$ cat config.mk
export PLATFORM = sky130hd
export DESIGN_NAME = flag_branch_unit
export DESIGN_NICKNAME = d
export VERILOG_FILES = /design/src/rtl/fbu_pkg.sv /design/src/rtl/fbu_status_reg.sv /design/src/rtl/fbu_cond_eval.sv /design/src/rtl/fbu_pc_calc.sv /design/src/rtl/flag_branch_unit.sv
export SDC_FILE = /design/constraint.sdc
export NUM_CORES = 1
export LEC_CHECK = 0
export BUFFER_PORTS_ARGS = -buffer_cell sky130_fd_sc_hd__clkbuf_2
export CORE_UTILIZATION = 45
export CTS_CLUSTER_SIZE = 10
export DETAILED_ROUTE_END_ITERATION = 10
export PLACE_DENSITY = 0.78
export SETUP_SLACK_MARGIN = 0.02
export SLEW_MARGIN = 20
export SYNTH_ARGS = -nofsm -noshare
export SYNTH_HDL_FRONTEND = slang
export SYNTH_SLANG_ARGS = --single-unit
$ cat constraint.sdc
create_clock -name clk -period 3.9 [get_ports clk]
set_input_delay 0.195 -clock clk [delete_from_list [all_inputs] [get_ports clk]]
set_output_delay 0.195 -clock clk [all_outputs]
set_load 0.03 [all_outputs]
$ cat src/rtl/fbu_pkg.sv
package fbu_pkg;

    localparam int unsigned SR_W  = 8;
    localparam int unsigned IDX_W = $clog2(SR_W);

    // status bit positions
    localparam int unsigned SR_I = 7;
    localparam int unsigned SR_T = 6;
    localparam int unsigned SR_H = 5;
    localparam int unsigned SR_S = 4;
    localparam int unsigned SR_V = 3;
    localparam int unsigned SR_N = 2;
    localparam int unsigned SR_Z = 1;
    localparam int unsigned SR_C = 0;

    typedef enum logic [3:0] {
        OP_NOP    = 4'd0,
        OP_ALU    = 4'd1,
        OP_BSET   = 4'd2,
        OP_BCLR   = 4'd3,
        OP_TSTORE = 4'd4,
        OP_TLOAD  = 4'd5,
        OP_BRS    = 4'd6,
        OP_BRC    = 4'd7,
        OP_BRGE   = 4'd8,
        OP_BRLT   = 4'd9,
        OP_SKEQ   = 4'd10,
        OP_SKBS   = 4'd11,
        OP_SKBC   = 4'd12
    } op_e;

    typedef struct packed {
        logic is_br;
        logic is_sk;
        logic hit;
    } cond_t;

    function automatic logic is_branch(op_e op);
        return (op == OP_BRS) || (op == OP_BRC) || (op == OP_BRGE) || (op == OP_BRLT);
    endfunction

    function automatic logic is_skip(op_e op);
        return (op == OP_SKEQ) || (op == OP_SKBS) || (op == OP_SKBC);
    endfunction

    function automatic logic writes_sreg(op_e op);
        return (op == OP_ALU) || (op == OP_BSET) || (op == OP_BCLR) || (op == OP_TSTORE);
    endfunction

endpackage

$ cat src/rtl/fbu_status_reg.sv
module fbu_status_reg
    import fbu_pkg::*;
(
    input  logic             clk,
    input  logic             rst,
    input  op_e              op,
    input  logic [IDX_W-1:0] bit_sel,
    input  logic [SR_W-1:0]  alu_flags,
    input  logic [SR_W-1:0]  alu_mask,
    input  logic [SR_W-1:0]  reg_val,
    output logic [SR_W-1:0]  sreg_q,
    output logic [SR_W-1:0]  reg_out
);

    logic [SR_W-1:0] sreg_d;

    always_comb begin
        sreg_d = sreg_q;
        case (op)
            OP_ALU:    sreg_d = (sreg_q & ~alu_mask) | (alu_flags & alu_mask);
            OP_BSET:   sreg_d[bit_sel] = 1'b1;
            OP_BCLR:   sreg_d[bit_sel] = 1'b0;
            OP_TSTORE: sreg_d[SR_T] = reg_val[bit_sel];
            default:   ;
        endcase
    end

    always_ff @(posedge clk) begin
        if (rst) sreg_q <= '0;
        else     sreg_q <= sreg_d;
    end

    always_comb begin
        reg_out = reg_val;
        if (op == OP_TLOAD) reg_out[bit_sel] = sreg_q[SR_T];
    end

    // status word reads zero in the first cycle out of reset
    p_reset_zero_r1: assert property (@(posedge clk) disable iff (rst)
        $fell(rst) |-> (sreg_q == '0));


    p_set_bit_r3: assert property (@(posedge clk) disable iff (rst)
        (op == OP_BSET) |=> sreg_q[$past(bit_sel)]);

    p_clr_bit_r3: assert property (@(posedge clk) disable iff (rst)
        (op == OP_BCLR) |=> !sreg_q[$past(bit_sel)]);


    p_store_t_r4: assert property (@(posedge clk) disable iff (rst)
        (op == OP_TSTORE) |=> (sreg_q[SR_T] == $past(reg_val[bit_sel])));


    p_keep_r11: assert property (@(posedge clk) disable iff (rst)
        !writes_sreg(op) |=> $stable(sreg_q));

endmodule

$ cat src/rtl/fbu_cond_eval.sv
module fbu_cond_eval
    import fbu_pkg::*;
(
    input  op_e              op,
    input  logic [SR_W-1:0]  sreg,
    input  logic [IDX_W-1:0] bit_sel,
    input  logic [SR_W-1:0]  reg_val,
    input  logic [SR_W-1:0]  cmp_val,
    output cond_t            cond
);

    logic signed_lt;

    assign signed_lt = sreg[SR_N] ^ sreg[SR_V];

    always_comb begin
        cond.is_br = is_branch(op);
        cond.is_sk = is_skip(op);
        case (op)
            OP_BRS:  cond.hit = sreg[bit_sel];
            OP_BRC:  cond.hit = !sreg[bit_sel];
            OP_BRGE: cond.hit = !signed_lt;
            OP_BRLT: cond.hit = signed_lt;
            OP_SKEQ: cond.hit = (reg_val == cmp_val);
            OP_SKBS: cond.hit = reg_val[bit_sel];
            OP_SKBC: cond.hit = !reg_val[bit_sel];
            default: cond.hit = 1'b0;
        endcase
    end

endmodule

$ cat src/rtl/fbu_pc_calc.sv
module fbu_pc_calc
    import fbu_pkg::*;
#(
    parameter int unsigned PC_W  = 12,
    parameter int unsigned OFF_W = 7
) (
    input  logic [PC_W-1:0]         pc,
    input  logic signed [OFF_W-1:0] offset,
    input  cond_t                   cond,
    input  logic                    two_word,
    output logic                    taken,
    output logic [PC_W-1:0]         next_pc,
    output logic [1:0]              cycles
);

    logic [PC_W-1:0] off_ext;
    logic [PC_W-1:0] skip_step;

    assign off_ext   = PC_W'(offset);
    assign skip_step = two_word ? PC_W'(3) : PC_W'(2);

    always_comb begin
        taken   = cond.hit && (cond.is_br || cond.is_sk);
        next_pc = pc + PC_W'(1);
        cycles  = 2'd1;
        if (cond.is_br && cond.hit) begin
            next_pc = pc + off_ext + PC_W'(1);
            cycles  = 2'd2;
        end else if (cond.is_sk && cond.hit) begin
            next_pc = pc + skip_step;
            cycles  = two_word ? 2'd3 : 2'd2;
        end
    end

endmodule

$ cat src/rtl/flag_branch_unit.sv
module flag_branch_unit
    import fbu_pkg::*;
#(
    parameter int unsigned PC_W  = 12,
    parameter int unsigned OFF_W = 7
) (
    input  logic                    clk,
    input  logic                    rst,
    input  logic [3:0]              op_class,
    input  logic [2:0]              bit_sel,
    input  logic [7:0]              alu_flags,
    input  logic [7:0]              alu_mask,
    input  logic [7:0]              reg_val,
    input  logic [7:0]              cmp_val,
    input  logic [PC_W-1:0]         pc,
    input  logic signed [OFF_W-1:0] offset,
    input  logic                    next_two_word,
    output logic [7:0]              sreg,
    output logic [7:0]              reg_out,
    output logic                    taken,
    output logic [PC_W-1:0]         next_pc,
    output logic [1:0]              cycles
);

    op_e   op;
    cond_t cond;

    assign op = op_e'(op_class);

    fbu_status_reg u_sreg (
        .clk       (clk),
        .rst       (rst),
        .op        (op),
        .bit_sel   (bit_sel),
        .alu_flags (alu_flags),
        .alu_mask  (alu_mask),
        .reg_val   (reg_val),
        .sreg_q    (sreg),
        .reg_out   (reg_out)
    );

    fbu_cond_eval u_cond (
        .op      (op),
        .sreg    (sreg),
        .bit_sel (bit_sel),
        .reg_val (reg_val),
        .cmp_val (cmp_val),
        .cond    (cond)
    );

    fbu_pc_calc #(.PC_W(PC_W), .OFF_W(OFF_W)) u_pc (
        .pc       (pc),
        .offset   (offset),
        .cond     (cond),
        .two_word (next_two_word),
        .taken    (taken),
        .next_pc  (next_pc),
        .cycles   (cycles)
    );


    p_not_taken_r8: assert property (@(posedge clk) disable iff (rst)
        !taken |-> ((next_pc == pc + PC_W'(1)) && (cycles == 2'd1)));


    p_branch_cycles_r6: assert property (@(posedge clk) disable iff (rst)
        (taken && is_branch(op)) |-> (cycles == 2'd2));


    p_skip_cycles_r9: assert property (@(posedge clk) disable iff (rst)
        (taken && is_skip(op)) |-> (cycles == (next_two_word ? 2'd3 : 2'd2)));


    p_reg_pass_r5: assert property (@(posedge clk) disable iff (rst)
        (op != OP_TLOAD) |-> (reg_out == reg_val));

endmodule

==> results.toml <==
[outcome]
outcome = "finished clean"

[timing]
slew_violations = 0
clock_skew_ns = 0
worstMarginPinSlew_ns = 0.788
hold_viol = 0
slew_headroom = 0.474
finalSetupTns_ns = 0
min_period_ns = 3.65
finalCritPeriodShare = 0.935
fmax_mhz = 274
rsz0062_at_grt = "no"
finalSetupViolCount = 0

[synthesis]
synth.distinct_cells = 51
netlist.top_cell.by_area = "nor2_1"
avgSynthCellArea_sq_um = 7.14
async_flop_share = 0
yosys.area.top_type_share = 0.0953
synth_edf_count = 0
synth_nets = 352
ys_warn_count = 0
synthTopCellsByArea = "nor2_1 (9.5%), xnor2_1 (8.9%), ha_1 (8.3%), dfxtp_1 (8.1%), a21oi_1 (4.8%)"
syn-cell-area_sq_mm = 0.00197
ys.flop_type = "dfxtp_1"
ys_ff_latch = 8
synthCells = 276
ys_seq_area_frac = 0.0813

[global_routing]
grt_max_degree = 21
antenna_found_initial = 0
grt_pass1_vias = 1924
grt_pass1_wl_um = 8450
grt_usage = 0.233
grt-ovfl-total = 0

[die]
die_width_um = 68.2
dieHeight_um = 68.2
dieArea_sq_mm = 0.00465
coreArea_sq_mm = 0.00409
ioPinCount = 92
start_util = 0.482
rows = 23

[layout]
seq_area_sq_um = 161
n_fill_cell = 391
layout_commonest_cell = "clkbuf_2"
stdcell_area_sq_mm = 0.00253
drive_gt1_frac = 0.327
areaGrowthSynthToFinish_pct = 28.4
multiInputGateArea_sq_mm = 0.00172
antenna_cells = 0
layout_common_cells = "clkbuf_2 (90), nor2_1 (49), xnor2_1 (20)"
final_nets = 439

[route]
drt-vias-per-instance = 5.59
ant_nets = 0
dr_wl_met2_um = 2560
vias = 2296
wl_met3_um = 290
dr.pass1.iters = 4
top_layer = "met4"
met1_length_um = 2610
totalWireLength_um = 5480
drcViolationCount = 0
wl_per_cell_um = 13.3
drt-initial-drc-count = 119

[worst_setup_path]
startpoint_type = "flip-flop"
worstPathArrival_ns = 3.45
critPathKind = "reg -> out"
reg2reg_slack_ns = 2.76
reg2regPathDepth = 5
crit_required_ns = 3.70
path_max_fanout = 5
endpoint_kind = "primary output"

[min_path]
holdPathStages = 3
hold_class = "in -> reg"
hold_path_startpoint = "alu_mask[0]"

[clocking]
cts.path.max_buffers = 2
worstSkewPairLatency_ns = 0.23
htreeDepth = 1
post-cts-setup-buffers = 0
path_clk_slew_ns = 0.04
cts.sinks = 8
cts_buffers = 3
cts_tree = "yes"
root_buffer = "clkbuf_8"

[place]
dp.final_hpwl_um = 4400
place_congestion = 0.847
portBuffers = 91
placed_cell_area_sq_mm = 0.00246

[pwr]
p_per_area_mw_per_mm2 = 203
peakVddDrop_mv = 0.174
finalPower_mw = 0.513
p_leak_nw = 1.13

[flow_run]
max_cap_violations = 0
[cells in the mapped netlist, types with 4 or more instances]
library cell	n
xnor2_1	20
a311oi_1	5
clkbuf_1	9
nor3_1	5
dfxtp_1	8
xor2_1	8
nand2_1	14
nor2_1	50
a21oi_1	19
nor3b_1	6
o21ai_0	5
nand3_1	8
nor2b_1	7
a31oi_1	9
mux2i_1	8
ha_1	13
a211oi_1	9
mux2_2	8
inv_1	12
o21ai_1	4
[critical path: stages, from the launching register on]
cell,delay (ns)
dfxtp_1,0.40
mux2i_1,0.10
mux4_2,0.50
a32o_1,0.32
nor3_4,0.24
or3_1,0.15
ha_1,0.17
inv_1,0.06
fa_2,0.38
nor2_4,0.15
nand3_1,0.10
xnor2_1,0.15
nor2_1,0.07
a41oi_2,0.20
clkbuf_4,0.22
[routing by layer]
metal | GRT usage | vias up
li1 | - | 1180
met1 | 0.327 | 1023
met2 | 0.392 | 89
met3 | 0.0250 | 4
met4 | 0.0234 | 0
met5 | 0 | -
[cells by family (layout without fill, tap and decap cells)]
family                   count (synthesis)  count (layout)  share of synthesized area
flip-flops                               8               8                     0.0813
multiplexers                            20              20                      0.126
AND/OR/NAND/NOR                        107             107                      0.261
XOR/XNOR                                28              28                      0.125
AO/OA/AOI/OAI                           71              71                      0.243
adder cells (fa/ha/maj)                 15              15                      0.103
buffers and inverters                   27             112                     0.0604
[cell type report]
type,count,share of cell area
sequential,8,0.0638
clock buffer,3,0.0163
tap,50,0.0247
multi-input combinational,241,0.678
timing repair buffer,97,0.199
inverter,12,0.0178
[report_power, final]
part / total (mW) / internal (mW) / switching [mW]
sequential: 0.0923 / 0.0873 / 0.00503
clock: 0.103 / 0.0671 / 0.0355
combinational: 0.318 / 0.129 / 0.190
total: 0.513 / 0.283 / 0.230
[metrics by stage]
| step | setup slack, ns | instances | utilization | hold WS [ns] |
|---|---|---|---|---|
| after global routing | 0.0303 | 411 | 0.619 | 0.269 |
| after detailed placement | 0.101 | 408 | 0.602 | 0.494 |
| after global placement | 0.220 | 408 | 0.602 | 0.478 |
| final | 0.255 | 411 | 0.619 | 0.249 |
| after floorplan | 0.241 | 276 | - | 0.369 |
| after CTS | 0.0743 | 411 | 0.613 | 0.253 |
[worst max-delay path by stage]
stage,to,slack (ns),cells after the start
floorplan,next_pc[8],0.24,13
global placement,next_pc[10],0.22,15
detailed placement,next_pc[10],0.10,15
CTS,next_pc[10],0.07,14
global route,next_pc[9],0.03,14
finish,next_pc[10],0.25,14
[what timing repair did]
item	4_1_cts	5_1_grt
gates resized for setup	1	8
endpoints found under the setup margin	2	4
endpoints found under the hold margin	0	0
hold buffers	0	0
No activity file was read; power rests on OpenSTA's default activity.
